$ cat src/rtl/bsync_uart_tx_pkg.sv
package bsync_uart_tx_pkg;
  typedef enum logic [1:0] {
    ST_IDLE  = 2'd0,
    ST_WAIT  = 2'd1,
    ST_START = 2'd2,
    ST_BITS  = 2'd3
  } tx_state_e;

  // level on the serial line for the current phase
  function automatic logic line_level(input logic frame_on, input logic data_on,
                                      input logic sh_lsb);
    if (!frame_on) return 1'b1;
    if (!data_on)  return 1'b0;
    return sh_lsb;
  endfunction
endpackage

$ cat src/rtl/bsync_uart_tx_div.sv
module bsync_uart_tx_div #(
  parameter int DIV = 16
) (
  input  logic clk,
  input  logic rst_n,
  input  logic tick,
  output logic roll
);
  localparam int CNT_W = $clog2(DIV);
  localparam logic [CNT_W-1:0] LAST = CNT_W'(DIV - 1);

  logic [CNT_W-1:0] cnt_q;

  assign roll = tick && (cnt_q == LAST);

  always_ff @(posedge clk) begin
    if (!rst_n)    cnt_q <= '0;
    else if (roll) cnt_q <= '0;
    else if (tick) cnt_q <= cnt_q + 1'b1;
  end
endmodule

$ cat src/rtl/bsync_uart_tx_shreg.sv
module bsync_uart_tx_shreg #(
  parameter int DATA_W = 8
) (
  input  logic              clk,
  input  logic              rst_n,
  input  logic              load,
  input  logic [DATA_W-1:0] din,
  input  logic              shift,
  output logic [DATA_W:0]   sh,
  output logic              final_pos
);
  localparam int SH_W = DATA_W + 1;

  // marker one place above the output, all higher positions clear
  function automatic logic marker_at_end(input logic [SH_W-1:0] v);
    return v[1] && (v[SH_W-1:2] == '0);
  endfunction

  logic [SH_W-1:0] sh_q;

  always_ff @(posedge clk) begin
    if (!rst_n)     sh_q <= '0;
    else if (load)  sh_q <= {1'b1, din};
    else if (shift) sh_q <= {1'b0, sh_q[SH_W-1:1]};
  end

  assign sh        = sh_q;
  assign final_pos = marker_at_end(sh_q);
endmodule

$ cat src/rtl/bsync_uart_tx_ctrl.sv
module bsync_uart_tx_ctrl
  import bsync_uart_tx_pkg::*;
(
  input  logic clk,
  input  logic rst_n,
  input  logic roll,
  input  logic wr_en,
  input  logic final_pos,
  output logic load,
  output logic shift,
  output logic fin,
  output logic frame_on,
  output logic data_on,
  output logic busy
);
  tx_state_e st_q, st_d;

  assign busy     = (st_q != ST_IDLE);
  assign load     = wr_en && !busy;
  assign shift    = roll && (st_q == ST_BITS);
  assign fin      = shift && final_pos;
  assign frame_on = (st_q == ST_START) || (st_q == ST_BITS);
  assign data_on  = (st_q == ST_BITS);

  always_comb begin
    st_d = st_q;
    case (st_q)
      ST_IDLE:  if (load) st_d = ST_WAIT;
      ST_WAIT:  if (roll) st_d = ST_START;
      ST_START: if (roll) st_d = ST_BITS;
      ST_BITS:  if (fin)  st_d = ST_IDLE;
      default:  st_d = ST_IDLE;
    endcase
  end

  always_ff @(posedge clk) begin
    if (!rst_n) st_q <= ST_IDLE;
    else        st_q <= st_d;
  end
endmodule

$ cat src/rtl/bsync_uart_tx.sv
module bsync_uart_tx
  import bsync_uart_tx_pkg::*;
#(
  parameter int DATA_W = 8,
  parameter int DIV    = 16
) (
  input  logic              clk,
  input  logic              rst_n,
  input  logic              os_tick,
  input  logic              wr_en,
  input  logic [DATA_W-1:0] wr_byte,
  input  logic              done_clr,
  output logic              txd,
  output logic              done_flag,
  output logic              bit_roll
);
  logic              roll_ev, load_ev, shift_ev, fin_ev;
  logic              frame_on, data_on, busy, final_pos;
  logic [DATA_W:0]   sh_q;
  logic              flag_q;

  bsync_uart_tx_div #(.DIV(DIV)) u_div (
    .clk(clk), .rst_n(rst_n), .tick(os_tick), .roll(roll_ev)
  );

  bsync_uart_tx_shreg #(.DATA_W(DATA_W)) u_sh (
    .clk(clk), .rst_n(rst_n), .load(load_ev), .din(wr_byte),
    .shift(shift_ev), .sh(sh_q), .final_pos(final_pos)
  );

  bsync_uart_tx_ctrl u_ctrl (
    .clk(clk), .rst_n(rst_n), .roll(roll_ev), .wr_en(wr_en),
    .final_pos(final_pos), .load(load_ev), .shift(shift_ev), .fin(fin_ev),
    .frame_on(frame_on), .data_on(data_on), .busy(busy)
  );

  always_ff @(posedge clk) begin
    if (!rst_n)        flag_q <= 1'b0;
    else if (fin_ev)   flag_q <= 1'b1;
    else if (done_clr) flag_q <= 1'b0;
  end

  assign txd       = line_level(frame_on, data_on, sh_q[0]);
  assign done_flag = flag_q;
  assign bit_roll  = roll_ev;
endmodule

$ cat config.mk
export PLATFORM = sky130hd
export DESIGN_NAME = bsync_uart_tx
export DESIGN_NICKNAME = d
export VERILOG_FILES = /design/src/rtl/bsync_uart_tx_pkg.sv /design/src/rtl/bsync_uart_tx_div.sv /design/src/rtl/bsync_uart_tx_shreg.sv /design/src/rtl/bsync_uart_tx_ctrl.sv /design/src/rtl/bsync_uart_tx.sv
export SDC_FILE = /design/constraint.sdc
export NUM_CORES = 1
export LEC_CHECK = 0
export CAP_MARGIN = 10
export CORE_MARGIN = 1.5
export CORE_UTILIZATION = 42
export DETAILED_ROUTE_END_ITERATION = 12
export DONT_BUFFER_PORTS = 1
export PLACE_DENSITY = 0.65
export SETUP_SLACK_MARGIN = 0.1
export SKIP_LAST_GASP = 1
export SLEW_MARGIN = 20
export SYNTH_ARGS = -nofsm -noshare
export SYNTH_HDL_FRONTEND = slang
export SYNTH_SLANG_ARGS = --single-unit
$ cat constraint.sdc
create_clock -name clk -period 1.45 [get_ports clk]
set_clock_uncertainty 0.15 [all_clocks]
set_input_delay 0.29 -clock clk [delete_from_list [all_inputs] [get_ports clk]]
set_output_delay 0.29 -clock clk [all_outputs]
set_load 0.01 [all_outputs]
# Word level (Yosys, flattened, before mapping)
# Index checks and enable logic that the tools add are counted.
[op_classes] muxes=15 n_bitwise=1 addsub=1 reduce_logical=14 n_eq_ne=8
[ops] op="9-bit 2-to-1 mux" count=2
[ops] op="1-bit 2-to-1 mux" count=8
[ops] op="2-bit 2-to-1 mux" count=4
[ops] op="2-bit case mux with 4 select lines" count=1
[ops] op="7-bit zero test" count=1
[ops] op="2-bit nonzero test" count=3
[ops] op="1-bit logical AND" count=5
[ops] op="4-bit by 1-bit adder with 4-bit output, second input constant" count=1
[ops] op="2-bit equality test, second input constant" count=2
[ops] op="4-bit equality test, second input constant" count=1
[ops] op="2-bit by 1-bit != test with 1-bit output, second input constant" count=2
[ops] op="2-bit != test, second input constant" count=2
[ops] op="4-bit AND reduction" count=1
[ops] op="2-bit by 1-bit equality test with 1-bit output, second input constant" count=1
[ops] op="2-bit zero test" count=1
[ops] op="2-bit OR reduction" count=1
[ops] op="1-bit zero test" count=1
[ops] op="1-bit logical OR" count=1
[ops] op="1-bit inverter" count=1
[word_totals] output_inout_bits=3 wordCells=43 inputBits=13 register_bits=16

# Longest topological paths before layout
# Gate-level depths: netlist of run 1.
[depth] ltp_word=6 ltp_mapped=6 ltp_nobuf=6

# Cells and area by module
# Synthesis of run 1 repeated with hierarchy kept, for this count alone.
[unflattened] cells_unflattened=86 hier_area_um2=925.9
[modules_own_cells] mod="bsync_uart_tx_shreg" cells_per_inst=41 seq_area_each_um2=180.2 area_per_inst_um2=486.7 n_inst=1
[modules_own_cells] mod="bsync_uart_tx_ctrl" cells_per_inst=23 seq_area_each_um2=40.0 area_per_inst_um2=211.5 n_inst=1
[modules_own_cells] mod="bsync_uart_tx_div" cells_per_inst=17 seq_area_each_um2=80.1 area_per_inst_um2=178.9 n_inst=1
[modules_own_cells] mod="bsync_uart_tx" cells_per_inst=5 seq_area_each_um2=20.0 area_per_inst_um2=48.8 n_inst=1

# Worst setup path before layout of run 1
# Ideal clock, no wire load.
[synth_timing] path_kind="reg2reg" start="register u_ctrl.st_q[0]" end="register u_ctrl.st_q[0]" setup_time_ns=0.123 path_buffers=0 arrival_ns=1.287 path_stages_with_launch=7 slack_ns=-0.110 period_less_slack_ns=1.560 t_required_ns=1.177 path_cell_list="dfxtp_1 > inv_1 > ha_1 > or2_2 > a21oi_1 > o22ai_2 > mux2i_1"
[synth_between] elab_chain_cells=5 elab_cells_between_ends=15 cone_classes="eq/ne: 7; mux: 1; reduce/logical: 7"
[synth_lines] element="from (decl)" line_no="bsync_uart_tx_ctrl.sv:16" source="tx_state_e st_q, st_d;"
[synth_lines] element="from (signal assigned)" line_no="bsync_uart_tx_ctrl.sv:38" source="else st_q <= st_d;"
[synth_lines] element="2-bit equality test / 2-bit nonzero test (equally long branches)" line_no="bsync_uart_tx_ctrl.sv:20, bsync_uart_tx_ctrl.sv:27, bsync_uart_tx_ctrl.sv:18"
[synth_lines] element="1-bit logical AND / 1-bit zero test (equally long branches)" line_no="bsync_uart_tx_ctrl.sv:20, bsync_uart_tx_ctrl.sv:19"
[synth_lines] element="1-bit logical AND (on tied branches)" line_no="bsync_uart_tx_ctrl.sv:21, bsync_uart_tx_ctrl.sv:19"
[synth_lines] element="2-bit != test (no source line)"
[synth_lines] element="4-bit AND reduction (no source line)"
# Several ways; a longest one is shown, not always the timed one.
# A chain may end at the register's enable or synchronous reset.

# Worst setup path after layout of run 1
[layout_timing] start="register u_ctrl.st_q[1]" end="output port txd"
[layout_between] elab_chain_cells=5 elab_cells_between_ends=8 cone_classes="eq/ne: 2; mux: 5; reduce/logical: 1"
[layout_lines] element="2-bit equality test" line_no="bsync_uart_tx_ctrl.sv:22, bsync_uart_tx_ctrl.sv:23"
[layout_lines] element="1-bit 2-to-1 mux (2 in a row)" line_no="bsync_uart_tx_pkg.sv:13" source="if (!data_on) return 1'b0;"
[layout_lines] element="1-bit 2-to-1 mux" line_no="bsync_uart_tx_pkg.sv:14" source="return sh_lsb;"
[layout_lines] element="1-bit 2-to-1 mux (*)" line_no="bsync_uart_tx_pkg.sv:13"
[layout_lines] element="to (decl)" line_no="bsync_uart_tx.sv:13" source="output logic txd,"
# Every way passes the cells marked *; elsewhere a longest branch is shown, timed or not. The select of a mux whose other input is x is not followed.

==> out/qor.yml, run 1 <==
layout.filler_cells: 160
numClockSinks: 16
layout.nets: 118
synth_seq_cells: 16
synthTopCellsByArea: "sky130_fd_sc_hd__dfxtp_1, sky130_fd_sc_hd__mux2i_1, sky130_fd_sc_hd__ha_1"
crit_slowest_cell: "sky130_fd_sc_hd__dfxtp_4"
r2r_setup_slack_ns: -0.03
power.ir.vdd_worst_mv: 0.718
multiInputGateArea_um2: 574
cts_buffer_depth: 2
first_global_vias: 614
drtIter0Drc: 3
cp.arrival_ns: 1.07
cts_htree_levels: 1
timing.final.max_slew_violations: 0
post_route_cells_drive_above_1_share: 0.347
syn_area_um2: 800
clk-insertion-delay-late_ns: 0.28
worstPathCellList: "ha_4 -> mux2i_4"
slew-limit-headroom: 0.724
end_kind: "output pin"
route.detailed.wl_per_inst_um: 13.5
global_route.overflow_total: 0
violations: "setup timing"
post_synth.cell_area_avg_um2: 9.41
grt_start_max_net_pins: 18
die-area_um2: 2170
unrepaired_setup_endpoints_after_global_routing: "yes"
fin_crit_sh: 1.04
maxClockFrequency_mhz: 663
cts_made_buffers: 3
timing_worst_setup_path_type: "reg -> out"
cp_slowest_stage_delay_ns: 0.39
numPortBuffers: 0
worst-slew-pin-transition_ns: 0.413
n_antenna_cell: 0
ys_dominant_reg_cell: "sky130_fd_sc_hd__dfxtp_1"
antenna_found_initial: 0
synth-async-reset-ratio: 0
floorplan.core_area_um2: 1760
floorplan.die.height_um: 46.6
setup_ws_ns: -0.0575
num_io_pins: 16
initial_core_util: 0.453
maximum_net_fanout_on_the_critical_path: 4
synth-warning-count: 0
path_clk_slew_ns: 0.09
holdCritPathClass: "in -> reg"
root_buffer: "sky130_fd_sc_hd__clkbuf_4"
synth_edf_count: 0
std_cell_rows: 15
drc: 0
synth_fp_nets: 103
status: "finished with violations"
netlist-cell-type-count: 23
synth-seq-area-share: 0.401
area.sequential_um2: 330
setup_tns_ns: -0.171
num_vias: 643
cts_tree: "done"
gr-usage-all-layers: 0.181
hpwl_after_detailed_placement_mm: 1.06
total_leakage_power_nw: 0.463
postSynthCellCount: 85
cap_viol_max_count: 0
vias_per_cell: 5.23
hold_viol_final: 0
gp_congestion: 0.749
antenna_violating_nets_left: 0
p_per_area_nw_per_um2: 1380
synth_top_area_frac: 0.401
drt-pass1-iter-count: 4
die_width_um: 46.6
layout_min_cycle_time_ns: 1.51
startpoint_type: "register"
worst-endpoint-required_ns: 1.01
total_wire_length_after_detailed_routing_mm: 1.66
wire_length_of_the_first_global_routing_pass_mm: 2.71
area.growth.synth_to_final_pct: 37.2
yosys.area.top_type: "sky130_fd_sc_hd__dfxtp_1"
count_of_final_setup_violators: 4
power.total_mw: 1.51
==> synthesized netlist by cell type (all sizes together), types with 2 or more instances <==
cell    instances
dfxtp          16
mux2i          12
a21oi           9
nand2           9
o21ai           9
inv             6
ha              5
nor2            3
and2            2
clkbuf          2
nand4           2
o22ai           2
xnor2           2
==> worst max-delay path: cells and delay by family (launching register included) <==
family,cells,cell delay [ns]
flip-flops,1,0.39
multiplexers,1,0.24
adder cells (fa/ha/maj),1,0.15
==> registers in the layout (all words and copies together), names as in the netlist <==
register and count:
u_sh.sh 9, u_div.cnt_q 4, u_ctrl.st_q 2, done_flag 1
==> final cells by class <==
cell class	instances	share of cell area
Multi-Input combinational cell	62	0.523
Sequential cell	16	0.301
Timing Repair Buffer	11	0.104
Tap cell	25	0.0285
Inverter	6	0.0228
Clock buffer	3	0.0205
==> stage by stage <==
| step | std cells | util | hold WS (ns) | instance area (um2) | setup WS, ns |
|---|---|---|---|---|---|
| 2_1_floorplan | 85 | - | 0.277 | 840 | 0.0860 |
| 3_5_place_dp | 110 | 0.504 | 0.269 | 890 | 0.00485 |
| 5_1_grt | 123 | 0.622 | 0.0231 | 1100 | -0.106 |
| 6_report | 123 | 0.622 | 0.0145 | 1100 | -0.0575 |
| 3_3_place_gp | 110 | 0.504 | 0.265 | 890 | 0.0266 |
| 4_1_cts | 122 | 0.611 | 0.00342 | 1080 | -0.0834 |
==> cell usage in the layout (no fill, tap or decap), types with 2 or more instances in the layout <==
| cell type | Yosys | routed |
|---|---|---|
| sky130_fd_sc_hd__dfxtp_4 | 0 | 2 |
| sky130_fd_sc_hd__nand2_1 | 8 | 8 |
| sky130_fd_sc_hd__and2_1 | 2 | 2 |
| sky130_fd_sc_hd__ha_4 | 0 | 3 |
| sky130_fd_sc_hd__inv_2 | 1 | 2 |
| sky130_fd_sc_hd__nor2_1 | 3 | 3 |
| sky130_fd_sc_hd__nand2_8 | 0 | 2 |
| sky130_fd_sc_hd__dfxtp_1 | 16 | 12 |
| sky130_fd_sc_hd__dlygate4sd3_1 | 0 | 3 |
| sky130_fd_sc_hd__xnor2_1 | 2 | 2 |
| sky130_fd_sc_hd__buf_4 | 0 | 5 |
| sky130_fd_sc_hd__o21ai_0 | 9 | 3 |
| sky130_fd_sc_hd__ha_2 | 0 | 2 |
| sky130_fd_sc_hd__o21ai_1 | 0 | 6 |
| sky130_fd_sc_hd__a21oi_1 | 9 | 8 |
| sky130_fd_sc_hd__mux2i_1 | 12 | 11 |
| sky130_fd_sc_hd__dfxtp_2 | 0 | 2 |
| sky130_fd_sc_hd__inv_1 | 5 | 3 |
| sky130_fd_sc_hd__clkbuf_4 | 0 | 3 |
==> repair_timing <==
item,4_1_cts,5_1_grt
setup endpoints to repair,14,13
hold buffers,2,1
cloned,1,0
endpoints found under the hold margin,12,1
buffers inserted,6,0
pin swaps,7,8
resized for setup,17,7
==> cell families after synthesis <==
logic type / share of synthesized area
fa+ha+maj: 0.0782
mux: 0.150
buf+inv: 0.0376
xor+xnor: 0.0329
flops: 0.401
simple gates: 0.155
compound gates: 0.146
==> per-layer routing <==
| metal | GRT usage | wire (um) | up-vias |
|---|---|---|---|
| li1 | - | - | 326 |
| met1 | 0.214 | 714 | 304 |
| met2 | 0.306 | 843 | 13 |
| met3 | 0.0784 | 100 | 0 |
| met4 | 0.0333 | 0 | 0 |
| met5 | 0 | 0 | - |
==> final timing paths <==
kind                  startpoint             end  cells past startpoint
setup / recovery  u_ctrl.st_q[1]             txd                      2
hold / removal           os_tick  u_div.cnt_q[1]                      2
setup reg to reg  u_ctrl.st_q[0]  u_ctrl.st_q[0]                      6
hold reg to reg       u_sh.sh[8]      u_sh.sh[8]                      2
==> power breakdown <==
group	internal [mW]	switching [mW]	leakage [nW]
clock network	0.0964	0.129	0.0138
registers	0.554	0.110	0.134
logic	0.328	0.295	0.315
total	0.978	0.535	0.463
No activity file was read; power rests on OpenSTA's default activity.
==> run 2: changes to the inputs <==
- CAP_MARGIN: 10 -> 20
- PLACE_DENSITY: 0.65 -> 0.62
- clock period: 1.45 -> 1.7 ns (I/O delays scaled with it)
==> run 2 against run 1 <==
The flow now finishes without violations; design area fell by 14%; largest cell class unchanged; combinational power fell by 34%; routed wire length fell by 13%; die area did not move; core utilization fell by 8.4 points; via count fell by 6.7%; sequential power fell by 15%; cell count fell by 5.7%; worst hold slack barely moved; non-clock buffer count fell by 6; critical path type unchanged; first-iteration DRC count rose to 2.7 times the previous value.
==> out/qor.yml, run 2 (same netlist as run 1, synthesis figures left out) <==
status: "complete, no violations"
drt-pass1-iter-count: 4
cts_made_buffers: 3
post_route_cells_drive_above_1_share: 0.275
sw_frac_of_total: 0.352
layout.nets: 111
num_vias: 600
gr-usage-all-layers: 0.150
p_per_area_nw_per_um2: 1240
n_antenna_cell: 0
layout.filler_cells: 169
worst_hold_slack_ns: 0.0147
holdPathStages: 1
fin_crit_sh: 0.923
layout_min_cycle_time_ns: 1.57
hpwl_after_detailed_placement_mm: 1.01
fraction_of_the_core_area_covered_by_cells_at_the_end_of_the_flow: 0.538
final_cell_area_um2: 948
drtIter0Drc: 8
cts-hold-fix-buffers: 0
intPower_mw: 0.763
placement.cell_area_um2: 831
die-area_um2: 2170
unrepaired_setup_endpoints_after_global_routing: "yes"
crit_slowest_cell: "sky130_fd_sc_hd__dfxtp_4"
finalNonFillerCells: 116
area.growth.synth_to_final_pct: 18.6
die_width_um: 46.6
cts_buffer_depth: 2
vias_per_cell: 5.17
count_of_final_setup_violators: 0
startpoint_type: "register"
maxClockFrequency_mhz: 637
holdCritPathClass: "in -> reg"
worst-slew-pin-transition_ns: 0.251
total_leakage_power_nw: 0.444
numPortBuffers: 0
timing.final.max_slew_violations: 0
cts_tree: "done"
root_buffer: "sky130_fd_sc_hd__clkbuf_4"
timing_worst_setup_path_type: "reg -> out"
maximum_net_fanout_on_the_critical_path: 4
worst-endpoint-required_ns: 1.21
commonest_non_fill_non_tap_cell_in_the_layout: "sky130_fd_sc_hd__dfxtp_1"
netSwitchingPower_mw: 0.415
largest_register_ffs: 9
path_clk_slew_ns: 0.10
place_ws_ns: 0.0662
power.ir.vdd_worst_mv: 0.586
grt_start_max_net_pins: 18
cap_viol_max_count: 0
dp_cells: 109
route.detailed.wl_per_inst_um: 12.5
std_cell_rows: 15
clk-insertion-delay-late_ns: 0.29
slew-limit-headroom: 0.831
power.share.clock: 0.172
setup_tns_ns: 0
antenna_violating_nets_left: 0
final_cell_mix: "sky130_fd_sc_hd__dfxtp_1, sky130_fd_sc_hd__mux2i_1, sky130_fd_sc_hd__o21ai_0, sky130_fd_sc_hd__nand2_1, sky130_fd_sc_hd__a21oi_1"
part_of_the_power_in_registers: 0.476
comb_power_share: 0.351
floorplan.core_area_um2: 1760
drc: 0
cp.arrival_ns: 1.08
cts_htree_levels: 1
r2r_cells: 6
end_kind: "output pin"
setup_ws_ns: 0.130
global_route.overflow_total: 0
worstPathCellList: "ha_4 -> mux2i_4"
wire_length_of_the_first_global_routing_pass_mm: 2.28
gp_congestion: 0.677
hold_viol_final: 0
power.total_mw: 1.18
antenna_found_initial: 0
total_wire_length_after_detailed_routing_mm: 1.45
first_global_vias: 547
cp_slowest_stage_delay_ns: 0.40
num_io_pins: 16
numClockSinks: 16
floorplan.die.height_um: 46.6
initial_core_util: 0.453
## run 2: layout make-up
class / count / area [um2] / area share
clock buffers: 3 / 22.5 / 0.0237
flip-flops and latches: 16 / 330 / 0.348
inverters: 6 / 25.0 / 0.0264
multi-input cells: 61 / 502 / 0.529
well taps: 25 / 31.3 / 0.0330
repair buffers: 5 / 37.5 / 0.0396
## run 2: worst paths after layout
check	from	end	slack [ns]
setup / recovery	u_ctrl.st_q[1]	txd	0.13
hold / removal	rst_n	done_flag	0.01
setup reg to reg	u_ctrl.st_q[1]	u_ctrl.st_q[0]	0.16
hold reg to reg	u_sh.sh[8]	u_sh.sh[8]	0.36
## run 2: worst max-delay path, delay by kind of cell, from the launching register on
kind       cells  cell delay [ns]
mux            1             0.24
fa+ha+maj      1             0.15
flops          1             0.40
## run 2: timing repair
action / in CTS / in global routing
cloned: 0 / 0
setup buffers: 1 / 3
endpoints found under the setup margin: 4 / 4
pin swaps: 2 / 3
gates resized for setup: 13 / 4
## run 2: power groups by stage
stage / registers, mW / logic [mW] / clock network [mW]
2_1_floorplan: 0.524 / 0.298 / 0
3_3_place_gp: 0.537 / 0.346 / 0
3_5_place_dp: 0.542 / 0.354 / 0
4_1_cts: 0.556 / 0.398 / 0.207
5_1_grt: 0.577 / 0.461 / 0.216
6_report: 0.562 / 0.414 / 0.203
## run 2: routing by layer
layer,global-route usage,up-vias,wire length [um]
li1,-,307,-
met1,0.173,278,646
met2,0.244,13,676
met3,0.0706,2,113
met4,0.0500,0,10
met5,0,-,0
